File: config.mk
export PLATFORM = sky130hd
export DESIGN_NAME = inertia_filter
export DESIGN_NICKNAME = d
export VERILOG_FILES = /design/src/rtl/inertia_pkg.sv /design/src/rtl/inertia_pend.sv /design/src/rtl/transport_line.sv /design/src/rtl/inertia_filter.sv
export SDC_FILE = /design/constraint.sdc
export NUM_CORES = 1
export LEC_CHECK = 0
export BUFFER_PORTS_ARGS = -buffer_cell sky130_fd_sc_hd__buf_2
export CORE_AREA = 2 2 39 41
export DETAILED_ROUTE_END_ITERATION = 8
export DIE_AREA = 0 0 41 43
export GPL_TIMING_DRIVEN = 0
export PLACE_DENSITY = 0.36
export SLEW_MARGIN = 5
export SYNTH_ARGS = -nofsm -noshare
export SYNTH_HDL_FRONTEND = slang
export SYNTH_SLANG_ARGS = --single-unit
File: constraint.sdc
create_clock -name clk_i -period 1.5 [get_ports clk_i]
set_clock_uncertainty 0.05 [all_clocks]
set_input_delay 0.075 -clock clk_i [delete_from_list [all_inputs] [get_ports clk_i]]
set_output_delay 0.075 -clock clk_i [all_outputs]
set_load 0.03 [all_outputs]
File: src/rtl/inertia_pkg.sv
package inertia_pkg;

  typedef enum logic {
    DLY_INERTIAL  = 1'b0,
    DLY_TRANSPORT = 1'b1
  } dly_mode_e;

  // Counter value loaded when a departure is first seen: the first sample
  // counts as one, the commit edge itself counts as one more.
  function automatic int unsigned window_load(input int unsigned d);
    return (d >= 2) ? d - 2 : 0;
  endfunction

  function automatic int unsigned cnt_bits(input int unsigned d);
    return (d > 2) ? $clog2(d - 1) : 1;
  endfunction

  // Width of the spacing counter that saturates at d-1.
  function automatic int unsigned gap_bits(input int unsigned d);
    return (d > 1) ? $clog2(d) : 1;
  endfunction

endpackage

File: src/rtl/inertia_pend.sv
module inertia_pend
  import inertia_pkg::*;
#(
  parameter int unsigned DELAY = 4
) (
  input  logic clk_i,
  input  logic rst_i,
  input  logic sig_i,
  output logic sig_o
);

  localparam int unsigned CW       = cnt_bits(DELAY);
  localparam logic [CW-1:0] LOAD   = CW'(window_load(DELAY));
  localparam int unsigned GW       = gap_bits(DELAY);
  localparam logic [GW-1:0] GAP_MAX = GW'(DELAY - 1);

  logic          out_q, out_d;
  logic          pend_q, pend_d;
  logic [CW-1:0] cnt_q, cnt_d;
  logic          flip_w;    // output takes the pending level this edge
  logic          cancel_w;  // pending level abandoned this edge

  always_comb begin
    out_d    = out_q;
    pend_d   = pend_q;
    cnt_d    = cnt_q;
    flip_w   = 1'b0;
    cancel_w = 1'b0;
    if (sig_i == out_q) begin
      cancel_w = pend_q;
      pend_d   = 1'b0;
      cnt_d    = '0;
    end else if (!pend_q) begin
      if (DELAY == 1) begin
        out_d  = sig_i;
        flip_w = 1'b1;
      end else begin
        pend_d = 1'b1;
        cnt_d  = LOAD;
      end
    end else if (cnt_q == '0) begin
      out_d  = sig_i;
      pend_d = 1'b0;
      flip_w = 1'b1;
    end else begin
      cnt_d = cnt_q - 1'b1;
    end
  end

  always_ff @(posedge clk_i) begin
    if (rst_i) begin
      out_q  <= 1'b0;
      pend_q <= 1'b0;
      cnt_q  <= '0;
    end else begin
      out_q  <= out_d;
      pend_q <= pend_d;
      cnt_q  <= cnt_d;
    end
  end

  assign sig_o = out_q;

  // Spacing monitor: edges since the last output change, saturating.
  logic [GW-1:0] gap_q;
  always_ff @(posedge clk_i) begin
    if (rst_i)            gap_q <= GAP_MAX;
    else if (flip_w)      gap_q <= '0;
    else if (gap_q != GAP_MAX) gap_q <= gap_q + 1'b1;
  end

  p_reset_clear_r1: assert property (@(posedge clk_i)
    rst_i |=> (sig_o == 1'b0 && !pend_q));

  p_commit_level_r2: assert property (@(posedge clk_i) disable iff (rst_i)
    flip_w |=> (sig_o == $past(sig_i)));

  p_cancel_holds_r4: assert property (@(posedge clk_i) disable iff (rst_i)
    cancel_w |=> (!pend_q && sig_o == $past(sig_o)));

  p_min_spacing_r8: assert property (@(posedge clk_i) disable iff (rst_i)
    flip_w |-> (gap_q == GAP_MAX));

endmodule

File: src/rtl/transport_line.sv
module transport_line #(
  parameter int unsigned DELAY = 4
) (
  input  logic clk_i,
  input  logic rst_i,
  input  logic sig_i,
  output logic sig_o
);

  logic [DELAY-1:0] stage_q;

  always_ff @(posedge clk_i) begin
    if (rst_i) begin
      stage_q <= '0;
    end else begin
      stage_q[0] <= sig_i;
      for (int k = 1; k < DELAY; k++) stage_q[k] <= stage_q[k-1];
    end
  end

  assign sig_o = stage_q[DELAY-1];

  p_line_clear_r1: assert property (@(posedge clk_i)
    rst_i |=> (sig_o == 1'b0));

  p_quiet_line_r5: assert property (@(posedge clk_i) disable iff (rst_i)
    (stage_q == '0 && !sig_i) |=> !sig_o);

endmodule

File: src/rtl/inertia_filter.sv
module inertia_filter
  import inertia_pkg::*;
#(
  parameter int unsigned DELAY = 4,
  parameter dly_mode_e   MODE  = DLY_INERTIAL
) (
  input  logic clk_i,
  input  logic rst_i,
  input  logic sig_i,
  output logic sig_o
);

  generate
    if (DELAY == 0) begin : g_wire
      assign sig_o = sig_i;
    end else if (MODE == DLY_TRANSPORT) begin : g_transport
      transport_line #(.DELAY(DELAY)) u_line (
        .clk_i(clk_i), .rst_i(rst_i), .sig_i(sig_i), .sig_o(sig_o));
    end else begin : g_inertial
      inertia_pend #(.DELAY(DELAY)) u_pend (
        .clk_i(clk_i), .rst_i(rst_i), .sig_i(sig_i), .sig_o(sig_o));
    end
  endgenerate

endmodule

# After elaboration in Yosys (flattened, before gate mapping)
# Index checks and enable logic that the tools add are counted.
# W data, S select, Z words.
op_classes:
  bitwise_logic: 2
  add_sub_neg: 1
  n_eq_ne: 2
  n_mux: 4
  n_reduce_logical: 4
op_table:
  columns: ["operator", "n"]
  rows:
  - ["$mux W2", 2]
  - ["$reduce_and A3 Y1", 1]
  - ["$reduce_or A3 Y1", 1]
  - ["$logic_not A2 Y1", 1]
  - ["$mux W1", 2]
  - ["$ne A2 B2 Y1 const B", 1]
  - ["$not A1 Y1", 2]
  - ["$reduce_or A2 Y1", 1]
  - ["$sub A2 B1 Y2 const B", 1]
  - ["$eq A1 B1 Y1", 1]
word_totals:
  wordCells: 17
  inputBits: 3
  reg_bits: 4

# Logic depth before layout (Yosys ltp)
# Gate-level depths: netlist of the first run.
logic_depth:
  ltp_word: 3
  ltp_mapped: 2
  depth_no_buf: 2

# Worst setup path before layout of the first run
# No wires, ideal clock.
synth_path:
  path_kind: "register to register"
  start: "register g_inertial.u_pend.out_q, in the netlist g_inertial.u_pend.sig_o"
  end: "register g_inertial.u_pend.cnt_q[1]"
  synth_period_minus_slack_ns: 0.995
  required_time_ns: 1.371
  arrival_time_ns: 0.865
  n_path_buf: 0
  path_stages_with_launch: 3
  slack_ns: 0.505
  cell_sequence: "dfxtp_1 xnor2_1 a211oi_2"
synth_between:
  elab_chain_cells: 2
synth_lines:
  columns: ["item", "line_no", "rtl"]
  rows:
  - ["from (decl)", "inertia_pend.sv:17", "logic out_q, out_d;"]
  - ["from (signal assigned)", "inertia_pend.sv:56", "out_q <= out_d;"]
  - ["$eq A1 B1 Y1", "inertia_pend.sv:29", "if (sig_i == out_q) begin"]
  - ["$reduce_or A2 Y1 (no source line)", null, null]
  - ["to (signal assigned)", "inertia_pend.sv:58", "cnt_q <= cnt_d;"]
  - ["to (decl)", "inertia_pend.sv:19", "logic [CW-1:0] cnt_q, cnt_d;"]
# No other way between the ends.
# A chain may end at the register's enable or synchronous reset.

# Worst setup path after layout of the first run
layout_path:
  start: "register g_inertial.u_pend.out_q, in the netlist g_inertial.u_pend.sig_o"
  end: "output port sig_o"
layout_rtl:
  columns: ["item", "line_no", "rtl"]
  rows:
  - ["to (decl)", "inertia_filter.sv:10", "output logic sig_o"]
# No word-level cell between the ends.

==> results of run 1 <==
placed cells by master (no fill, tap or decap), drive strengths merged:
cell,synthesis,layout
xnor2,1,1
nand2,1,1
nor3b,1,1
clkbuf,0,3
nand2b,2,2
nor3,2,2
dfxtp,4,4
buf,0,3
mux2i,1,1
a211oi,1,1
nand3b,1,1
metrics by stage:
stage / hold slack, ps / std cells / utilization, % / setup WS (ps)
2_1_floorplan: 89.6 / 14 / - / 505
3_3_place_gp: 240 / 33 / 13.9 / 606
3_5_place_dp: 245 / 33 / 13.9 / 600
4_1_cts: 1.04 / 36 / 15.6 / 558
5_1_grt: 27.3 / 36 / 15.6 / 520
6_report: 2.90 / 36 / 15.6 / 568
cell families (layout without fill, tap and decap cells):
family                 after synthesis  after routing
flip-flops                           4              4
AO/OA/AOI/OAI                        1              1
XOR/XNOR                             1              1
buffers and inverters                0              6
AND/OR/NAND/NOR                      7              7
multiplexers                         1              1
area by class of cell:
| cell class | count | share of cell area, % |
|---|---|---|
| multi-input cells | 10 | 36.0 |
| flip-flops and latches | 4 | 37.2 |
| repair buffers | 3 | 6.98 |
| clock buffers | 3 | 10.5 |
| well taps | 16 | 9.30 |
where the power goes:
| part | internal, uW | switching, uW | total [uW] |
|---|---|---|---|
| sequential | 114 | 5.72 | 120 |
| combinational | 12.9 | 13.0 | 25.9 |
| clock | 89.3 | 41.6 | 131 |
flip-flops by register name, summed over array words and instances (netlist names):
signal / flops
g_inertial.u_pend.cnt_q: 2
g_inertial.u_pend.sig_o: 1
g_inertial.u_pend.pend_q: 1
path summary, 6_finish.rpt:
check	startpoint	endpoint	slack (ps)	depth (start not counted)
setup / recovery	g_inertial.u_pend.sig_o$_SDFFE_PP0P_	sig_o	570	1
hold / removal	rst_i	g_inertial.u_pend.cnt_q[1]$_SDFFE_PP0P_	3	2
setup reg to reg	g_inertial.u_pend.pend_q$_SDFF_PP0_	g_inertial.u_pend.sig_o$_SDFFE_PP0P_	600	2
hold reg to reg	g_inertial.u_pend.pend_q$_SDFF_PP0_	g_inertial.u_pend.cnt_q[1]$_SDFFE_PP0P_	420	1
layer usage:
metal,part of all wire (%),vias up,GRT usage (%)
met3,7.7,2,1.57
met2,50,6,5.94
met5,0,-,0
met1,33,53,2.25
li1,-,61,-
met4,7.7,0,8.00
==> summary.txt, run 1 <==
RUN STATUS
---------------------------------------------------------------------------------
Result of the run .................................................. finished clean

CELLS AND AREA
---------------------------------------------------------------------------------
Area growth from synthesis to layout ...............................        36.5%
Multi-input combinational cell area ................................   77.6 sq um
Net count of the finished layout ...................................           25
Total non-filler cell area in the finished layout ..................    215 sq um
N_diodes ...........................................................            0
Share of layout cells above drive strength 1 .......................        40.0%
Layout filler cell count ...........................................          150
Footprint of the flip-flops and latches ............................   80.1 sq um

STA
---------------------------------------------------------------------------------
Total of endpoints with negative setup slack in the final report ...            0
Final count of hold timing violations ..............................            0
Final worst path period share ......................................        62.1%
Shortest clock period the worst path allows after layout ...........       932 ps
Setup repair after global routing missed its margin ................           no
Actual slew at the worst max-slew pin ..............................       266 ps
Sum of negative setup slack ........................................         0 ps
Upper clock frequency limit ........................................     1.07 GHz
Max transition margin ..............................................        82.1%
Final number of max-transition violations ..........................            0

CRITICAL PATH
---------------------------------------------------------------------------------
CP max-delay cell ..................................................      dfxtp_1
Critical Path Source Type ..........................................    flip-flop
Required time of the worst setup path ..............................      1370 ps
Cell family with the largest share of critical-path delay ..........   flip-flops
Cells along the critical path ......................................        buf_2
Worst Setup End Kind ...............................................   output pin
Maximum single-stage delay on the critical path ....................       360 ps
Peak fanout along the critical path ................................            3
Data arrival time of the critical path .............................       810 ps
Sum of buffers and inverters on the critical path ..................            1
Critical path type .................................................   reg -> out

CLOCK NETWORK
---------------------------------------------------------------------------------
Number of buffers inserted by hold repair at cts ...................            0
Clock tree from TritonCTS ..........................................        built
Maximum count of clock buffers along a single path .................            2
Clock Root Buffer ..................................................     clkbuf_4
Clock-pin transition on the worst setup and hold timing paths ......        40 ps
CTS resizes ........................................................            0
Clock Latency Late Sink ............................................       230 ps
Clock sinks ........................................................            4
Num CTS Buffers ....................................................            3
Post-CTS setup-driven buffer insertion count .......................            0
Number of levels the H-tree was split into .........................            1

PLACE
---------------------------------------------------------------------------------
Dpl cell area ......................................................    193 sq um
Placer Congestion ..................................................        0.608
Number of port buffers .............................................            3

SYNTH
---------------------------------------------------------------------------------
Dominant cells by area after synthesis ............................. dfxtp_1, a211oi_2, nand2b_1
Share of async-settable or async-resettable flops after synthesis ..           0%
Post-synth EDFFs ...................................................            0
Main synth FF type .................................................      dfxtp_1
Syn nets ...........................................................           17
XOR/XNOR Fraction of Synth Area ....................................        5.56%
Post-synthesis compound-gate area fraction .........................        7.94%
Seq cells post-synth ...............................................            4
Share of cell area taken by muxes after synthesis ..................        6.35%
Most repeated cell in the gate-level netlist after synthesis .......      dfxtp_1
Leading cell types by count after synthesis ........................ dfxtp_1, nand2b_1, nor3_1
Count of different cell masters after synthesis ....................            9
Cell taking the most area after synthesis ..........................      dfxtp_1
Area of the mapped netlist .........................................    158 sq um
Main combinational cell family by area after synthesis ............. simple AND/OR/NAND/NOR gates
Average instance area after synthesis ..............................   11.3 sq um
Simple-Gate Fraction of Synth Area .................................        29.4%
Share of the yosys chip area belonging to registers ................        50.8%
Portion of synthesized cell area occupied by the leading cell type .        50.8%
Syn. warnings ......................................................            0
Area share of fa/ha/maj cells after synthesis ......................           0%
Count of mapped cells out of synthesis .............................           14

DIE
---------------------------------------------------------------------------------
Chip height ........................................................        43 um
Site Rows ..........................................................           14
Starting utilization of the core area ..............................        11.4%
Overall die area ................................................... 0.00176 sq mm
Number of placed I/O pins ..........................................            4
Die width ..........................................................        41 um
Core area .......................................................... 0.00138 sq mm

GRT
---------------------------------------------------------------------------------
Total gr overflow ..................................................            0
Overall global routing resource usage ..............................        4.12%
Vias in the first global route .....................................          128
Wire length of the first global-routing pass .......................       407 um
Maximum number of pins on one net before global-route repair .......            6
Initial antenna violation count ....................................            0

MIN PATH
---------------------------------------------------------------------------------
Hold WC Path Type ..................................................    in -> reg

PWR
---------------------------------------------------------------------------------
Post-layout total power ............................................       277 uW
PwrDens ............................................................ 1290 mW/mm^2
Max rail drop VDD ..................................................     0.392 mV
Reported leakage power ............................................. 0.0000786 uW

DRT
---------------------------------------------------------------------------------
Vias ...............................................................          122
Routed via count divided by cell count .............................         3.39
Length of the first detailed-routing pass in iterations ............            2
Remaining antenna violation count after routing ....................            0
Initial DRC Count ..................................................            3
Average wire length per cell after detail routing ..................      6.17 um
Total length of routed wires .......................................       222 um
Remaining design rule violation count ..............................            0

JOB
---------------------------------------------------------------------------------
Max-cap violations .................................................            0

No activity file was read; power rests on OpenSTA's default activity.
==> run 2: changes to the inputs <==
==> constraint.sdc (replaced) <==
create_clock -name clk_i -period 0.8 [get_ports clk_i]
set_clock_uncertainty 0.05 [all_clocks]
set_input_delay 0.04 -clock clk_i [delete_from_list [all_inputs] [get_ports clk_i]]
set_output_delay 0.04 -clock clk_i [all_outputs]
set_load 0.03 [all_outputs]
==> summary.txt, run 2 (synthesis results as in run 1) <==
CRITICAL PATH
-------------------------------------------------------------------------------
Critical Path Source Type ........................................    flip-flop   unchanged
R2R setup slack ..................................................       -70 ps   was 600 ps
Worst reg2reg path startpoint .................................... g_inertial.u_pend.cnt_q[0]$_SDFFE_PP0P_   was g_inertial.u_pend.pend_q$_SDFF_PP0_
Endpoint of the lowest-slack register-to-register path ........... g_inertial.u_pend.sig_o$_SDFFE_PP0P_   unchanged
Maximum single-stage delay on the critical path ..................       330 ps   was 360 ps
Critical path type ...............................................   reg -> reg   was reg -> out
CP max-delay cell ................................................      dfxtp_2   was dfxtp_1
Data arrival time of the critical path ...........................       990 ps   was 810 ps
Peak fanout along the critical path ..............................            3   unchanged
Cells on worst reg2reg path ......................................            2   unchanged
Cells along the critical path .................................... nor3b_4 > mux2i_1   was buf_2
Worst Setup End Kind .............................................    flip-flop   was output pin
Required time of the worst setup path ............................       920 ps   was 1370 ps

GRT
-------------------------------------------------------------------------------
Overall global routing resource usage ............................        5.22%   was 4.12%
Vias in the first global route ...................................          153   was 128
Wire length of the first global-routing pass .....................       545 um   was 407 um
Maximum number of pins on one net before global-route repair .....            6   unchanged
Total gr overflow ................................................            0   unchanged
Initial antenna violation count ..................................            0   unchanged

CLOCK NETWORK
-------------------------------------------------------------------------------
Num CTS Buffers ..................................................            3   unchanged
Clock sinks ......................................................            4   unchanged
Clock Root Buffer ................................................     clkbuf_4   unchanged
Clock tree from TritonCTS ........................................        built   unchanged
Number of levels the H-tree was split into .......................            1   unchanged
Clock-pin transition on the worst setup and hold timing paths ....        50 ps   was 40 ps
Maximum count of clock buffers along a single path ...............            2   unchanged
Clock Latency Late Sink ..........................................       240 ps   was 230 ps

RUN STATUS
-------------------------------------------------------------------------------
Violated checks .................................................. negative hold slack, negative setup slack
Result of the run ................................................ finished, violations left   was finished clean

STA
-------------------------------------------------------------------------------
Sum of negative setup slack ......................................      -119 ps   was 0 ps
Final number of max-transition violations ........................            0   unchanged
Max transition margin ............................................        87.1%   was 82.1%
Worst path setup slack after routing .............................     -73.4 ps   was 568 ps
Worst hold slack across all endpoints ............................     -27.7 ps   was 2.90 ps
Total of endpoints with negative setup slack in the final report .            2   was 0
Final count of hold timing violations ............................            3   was 0
Final worst path period share ....................................         109%
Upper clock frequency limit ......................................     1.14 GHz
Actual slew at the worst max-slew pin ............................       193 ps   was 266 ps
Shortest clock period the worst path allows after layout .........       873 ps
Setup repair after global routing missed its margin ..............          yes   was no

PWR
-------------------------------------------------------------------------------
Share of total power in sequential cells .........................        39.0%   was 43.3%
Logic pwr share ..................................................        13.4%   was 9.4%
Reported leakage power ........................................... 0.0000921 uW   was 0.0000786 uW
PwrDens .......................................................... 2230 mW/mm^2   was 1290 mW/mm^2
Net switching power of the design ................................       141 uW   was 60.3 uW
Sw Ratio .........................................................        23.9%   was 21.8%
Pint .............................................................       450 uW   was 216 uW
Max rail drop VDD ................................................     0.454 mV   was 0.392 mV
Clk pwr share ....................................................        47.6%   was 47.3%

CELLS AND AREA
-------------------------------------------------------------------------------
Area growth from synthesis to layout .............................        68.3%   was 36.5%
Layout filler cell count .........................................          154   was 150
Largest register FFs .............................................            2   unchanged
N_diodes .........................................................            0   unchanged
Multi-input combinational cell area ..............................    103 sq um   was 77.6 sq um
Footprint of the flip-flops and latches ..........................   87.6 sq um   was 80.1 sq um
Share of layout cells above drive strength 1 .....................        63.6%   was 40.0%
Net count of the finished layout .................................           26   was 25
Most frequent cells in the layout ................................ clkbuf_4, dfxtp_2, nor3_1, nand2b_1, buf_2   was dfxtp_1, clkbuf_4, buf_2, nor3_1, nand2b_1
Final instance count without filler cells ........................           38   was 36
Register with the highest flop count ............................. g_inertial.u_pend.cnt_q   unchanged

DRT
-------------------------------------------------------------------------------
Routed via count divided by cell count ...........................         3.45   was 3.39
Remaining design rule violation count ............................            0   unchanged
Routed wire length on met2 .......................................       201 um   was 112 um
Remaining antenna violation count after routing ..................            0   unchanged
Total length of routed wires .....................................       310 um   was 222 um
Wire length on met3 ..............................................        17 um   unchanged
Length of the first detailed-routing pass in iterations ..........            3   was 2
Max Used Layer ...................................................         met3   was met4
Vias .............................................................          131   was 122
Initial DRC Count ................................................            3   unchanged
Average wire length per cell after detail routing ................      8.16 um   was 6.17 um
Met1 wire length .................................................        91 um   was 74 um

PLACE
-------------------------------------------------------------------------------
Total placed cells including tap cells ...........................           33   unchanged
Number of port buffers ...........................................            3   unchanged
Placer Congestion ................................................        0.547   was 0.608

MIN PATH
-------------------------------------------------------------------------------
Number of cells on the worst hold path ...........................            2   unchanged
Destination of the worst hold path ............................... g_inertial.u_pend.pend_q$_SDFF_PP0_   was g_inertial.u_pend.cnt_q[1]$_SDFFE_PP0P_
Hold WC Path Type ................................................    in -> reg   unchanged
Startpoint of the tightest hold check path .......................        rst_i   unchanged

DIE
-------------------------------------------------------------------------------
Number of placed I/O pins ........................................            4   unchanged
Site Rows ........................................................           14   unchanged
Die width ........................................................        41 um   unchanged
Overall die area ................................................. 0.00176 sq mm   unchanged
Starting utilization of the core area ............................        11.4%   unchanged
Core area ........................................................ 0.00138 sq mm   unchanged
Chip height ......................................................        43 um   unchanged

JOB
-------------------------------------------------------------------------------
Max-cap violations ...............................................            0   unchanged

-- run 2: changes by cell type in the layout (fill, tap and decap cells not counted), sizes merged --
cell / previous run / this run
buf: 3 / 4
clkbuf: 3 / 4
-- run 2: worst max-delay path by stage --
stage | slack, ps | end | from
final | -70 | g_inertial.u_pend.sig_o$_SDFFE_PP0P_ | g_inertial.u_pend.cnt_q[0]$_SDFFE_PP0P_
after global routing | -140 | g_inertial.u_pend.sig_o$_SDFFE_PP0P_ | g_inertial.u_pend.cnt_q[0]$_SDFFE_PP0P_
after CTS | -90 | g_inertial.u_pend.sig_o$_SDFFE_PP0P_ | g_inertial.u_pend.pend_q$_SDFF_PP0_
after detailed placement | -90 | g_inertial.u_pend.sig_o$_SDFFE_PP0P_ | g_inertial.u_pend.pend_q$_SDFF_PP0_
after global placement | -60 | g_inertial.u_pend.sig_o$_SDFFE_PP0P_ | g_inertial.u_pend.cnt_q[0]$_SDFFE_PP0P_
after floorplan | -20 | g_inertial.u_pend.sig_o$_SDFFE_PP0P_ | g_inertial.u_pend.cnt_q[0]$_SDFFE_PP0P_
-- run 2: per-stage QoR --
step	util (%)	worst slack, ps	instance area (sq um)	power [uW]
final	19.2	-73.4	265	590
after floorplan	-	-17.4	189	280
after CTS	19.2	-89.4	265	610
after global placement	16.2	-59.8	224	299
after detailed placement	16.2	-88.8	224	301
after global routing	19.2	-137	265	623
-- run 2: timing repair --
item	in CTS	in global routing
buffers inserted	1	0
endpoints found under the hold margin	3	3
pin swaps	2	0
resized for setup	3	0
endpoints found under the setup margin	5	5
-- run 2: area by class of cell --
cell class	instances	share of cell area, %
clock buffer	4	9.91
sequential	4	33.0
multi-input combinational	10	38.7
timing repair buffer	4	10.8
tap	16	7.55
-- run 2: per-layer routing --
metal	track usage, %	vias to the layer above
met1	4.49	62
met3	1.57	0
met4	8.00	0
met2	7.19	4
met5	0	-
li1	-	65
-- run 2: worst max-delay path: cells and delay by family (launching register included) --
kind / cells / cell delay [ps]
mux: 1 / 200
simple gates: 1 / 230
flops: 1 / 330
-- run 2: power groups by stage --
| stage | clock, uW | sequential [uW] | combinational [uW] |
|---|---|---|---|
| floorplan | 0 | 238 | 42.4 |
| global placement | 0 | 232 | 66.8 |
| detailed placement | 0 | 233 | 67.5 |
| CTS | 300 | 230 | 79.9 |
| global route | 305 | 233 | 84.3 |
| finish | 281 | 230 | 78.9 |
==> run 3: changes to the inputs <==
--- a/config.mk
+++ b/config.mk
@@ -11,6 +11,7 @@
 export DIE_AREA = 0 0 41 43
 export GPL_TIMING_DRIVEN = 0
 export PLACE_DENSITY = 0.36
+export SKIP_LAST_GASP = 1
 export SLEW_MARGIN = 5
 export SYNTH_ARGS = -nofsm -noshare
 export SYNTH_HDL_FRONTEND = slang
==> summary.txt, run 3 (synthesis results as in run 1) <==
CLOCK NETWORK
-------------------------------------------------------------------------------
Maximum count of clock buffers along a single path ...............            2   unchanged
Clock Latency Late Sink ..........................................       240 ps   about the same
Clock tree from TritonCTS ........................................        built   unchanged
Num CTS Buffers ..................................................            3   unchanged
Number of levels the H-tree was split into .......................            1   unchanged
Clock Root Buffer ................................................     clkbuf_4   unchanged
Clock sinks ......................................................            4   unchanged
Clock-pin transition on the worst setup and hold timing paths ....        50 ps   about the same

PWR
-------------------------------------------------------------------------------
Post-layout total power ..........................................       590 uW   unchanged
PwrDens .......................................................... 2230 mW/mm^2   unchanged
Max rail drop VDD ................................................     0.454 mV   unchanged
Reported leakage power ........................................... 0.0000921 uW   unchanged

CELLS AND AREA
-------------------------------------------------------------------------------
Share of layout cells above drive strength 1 .....................        63.6%   unchanged
Most frequent cells in the layout ................................ clkbuf_4, dfxtp_2, nor3_1, nand2b_1, buf_2   unchanged
N_diodes .........................................................            0   unchanged
Area growth from synthesis to layout .............................        68.3%   unchanged
Net count of the finished layout .................................           26   unchanged
Largest register FFs .............................................            2   unchanged
Layout filler cell count .........................................          154   unchanged
Register with the highest flop count ............................. g_inertial.u_pend.cnt_q   unchanged
Total non-filler cell area in the finished layout ................    265 sq um   unchanged

CRITICAL PATH
-------------------------------------------------------------------------------
Worst reg2reg path startpoint .................................... g_inertial.u_pend.cnt_q[0]$_SDFFE_PP0P_   unchanged
Required time of the worst setup path ............................       920 ps   about the same
Critical path type ...............................................   reg -> reg   unchanged
Peak fanout along the critical path ..............................            3   unchanged
Worst Setup End Kind .............................................    flip-flop   unchanged
Critical Path Source Type ........................................    flip-flop   unchanged
Data arrival time of the critical path ...........................       990 ps   about the same
Startpoint of the most critical setup path ....................... g_inertial.u_pend.cnt_q[0]$_SDFFE_PP0P_   unchanged
R2R setup slack ..................................................       -70 ps   about the same

PLACE
-------------------------------------------------------------------------------
Number of port buffers ...........................................            3   unchanged
Dpl cell area ....................................................    224 sq um   unchanged
Placer Congestion ................................................        0.547   unchanged

DRT
-------------------------------------------------------------------------------
Vias .............................................................          131   unchanged
Remaining antenna violation count after routing ..................            0   unchanged
Length of the first detailed-routing pass in iterations ..........            3   unchanged
Routed via count divided by cell count ...........................         3.45   unchanged
Remaining design rule violation count ............................            0   unchanged
Average wire length per cell after detail routing ................      8.16 um   unchanged
Total length of routed wires .....................................       310 um   unchanged
Initial DRC Count ................................................            3   unchanged

GRT
-------------------------------------------------------------------------------
Wire length of the first global-routing pass .....................       545 um   unchanged
Total gr overflow ................................................            0   unchanged
Vias in the first global route ...................................          153   unchanged
Maximum number of pins on one net before global-route repair .....            6   unchanged
Overall global routing resource usage ............................        5.22%   unchanged
Initial antenna violation count ..................................            0   unchanged

STA
-------------------------------------------------------------------------------
Actual slew at the worst max-slew pin ............................       193 ps   unchanged
Worst path setup slack after routing .............................     -73.4 ps   unchanged
Worst hold slack across all endpoints ............................     -27.7 ps   unchanged
Sum of negative setup slack ......................................      -119 ps   unchanged
Setup repair after global routing missed its margin ..............          yes   unchanged
Final worst path period share ....................................         109%   unchanged
Upper clock frequency limit ......................................     1.14 GHz   unchanged
Max transition margin ............................................        87.1%   unchanged
Final count of hold timing violations ............................            3   unchanged
Total of endpoints with negative setup slack in the final report .            2   unchanged
Shortest clock period the worst path allows after layout .........       873 ps   unchanged
Final number of max-transition violations ........................            0   unchanged

DIE
-------------------------------------------------------------------------------
Number of placed I/O pins ........................................            4   unchanged
Die width ........................................................        41 um   unchanged
Core area ........................................................ 0.00138 sq mm   unchanged
Site Rows ........................................................           14   unchanged
Chip height ......................................................        43 um   unchanged
Overall die area ................................................. 0.00176 sq mm   unchanged
Starting utilization of the core area ............................        11.4%   unchanged

JOB
-------------------------------------------------------------------------------
Max-cap violations ...............................................            0   unchanged

MIN PATH
-------------------------------------------------------------------------------
Startpoint of the tightest hold check path .......................        rst_i   unchanged
Hold WC Path Type ................................................    in -> reg   unchanged

RUN STATUS
-------------------------------------------------------------------------------
Violated checks .................................................. negative hold slack, negative setup slack   unchanged
Result of the run ................................................ finished, violations left   unchanged

-- run 3: cell counts in the layout (fill, tap and decap cells not counted) --
No cell type changed its count.
-- run 3: per-stage QoR --
| stage | worst slack [ps] | utilization (%) | cells | hold slack, ps |
|---|---|---|---|---|
| 2_1_floorplan | -17.4 | - | 14 | 54.6 |
| 5_1_grt | -137 | 19.2 | 38 | -28.5 |
| 4_1_cts | -89.4 | 18.9 | 38 | -40.9 |
| 3_3_place_gp | -59.8 | 16.2 | 33 | 207 |
| 6_report | -73.4 | 19.2 | 38 | -27.7 |
| 3_5_place_dp | -88.8 | 16.2 | 33 | 211 |
-- run 3: metal layers --
metal  vias up  wire (um)  part of all wire, %  track usage [%]
met5         -          0                    0                0
met4         0          0                    0             8.00
met3         0         17                  5.5             1.57
met2         4        201                   65             7.19
met1        62         91                   29             4.49
li1         65          -                    -                -
-- run 3: where the power goes --
part | leakage [uW] | total, uW | internal (uW) | switching [uW]
sequential | 0.0000347 | 230 | 215 | 15.3
combinational | 0.0000424 | 78.9 | 46.8 | 32.2
clock | 0.0000150 | 281 | 188 | 93.4
total | 0.0000921 | 590 | 450 | 141
-- run 3: timing repair --
action,4_1_cts,5_1_grt
buffers inserted,1,0
gates resized for setup,2,1
hold endpoints to repair,3,3
pin swaps,2,0
endpoints found under the setup margin,5,4
-- run 3: area by class of cell --
class / count / area (sq um) / area share [%]
Tap cell: 16 / 20.0 / 7.55
Sequential cell: 4 / 87.6 / 33.0
Clock buffer: 4 / 26.3 / 9.91
Multi-Input combinational cell: 10 / 103 / 38.7
Timing Repair Buffer: 4 / 28.8 / 10.8
-- run 3: final timing paths --
check	endpoint	cells past startpoint
hold / removal	g_inertial.u_pend.pend_q$_SDFF_PP0_	2
setup reg to reg	g_inertial.u_pend.sig_o$_SDFFE_PP0P_	2
setup / recovery	g_inertial.u_pend.sig_o$_SDFFE_PP0P_	2
hold reg to reg	g_inertial.u_pend.cnt_q[0]$_SDFFE_PP0P_	2
-- run 3: worst max-delay path, cell delays in order, from the launching register on --
cell and delay [ps]:
dfxtp_2 330, nor3b_4 230, mux2i_1 200
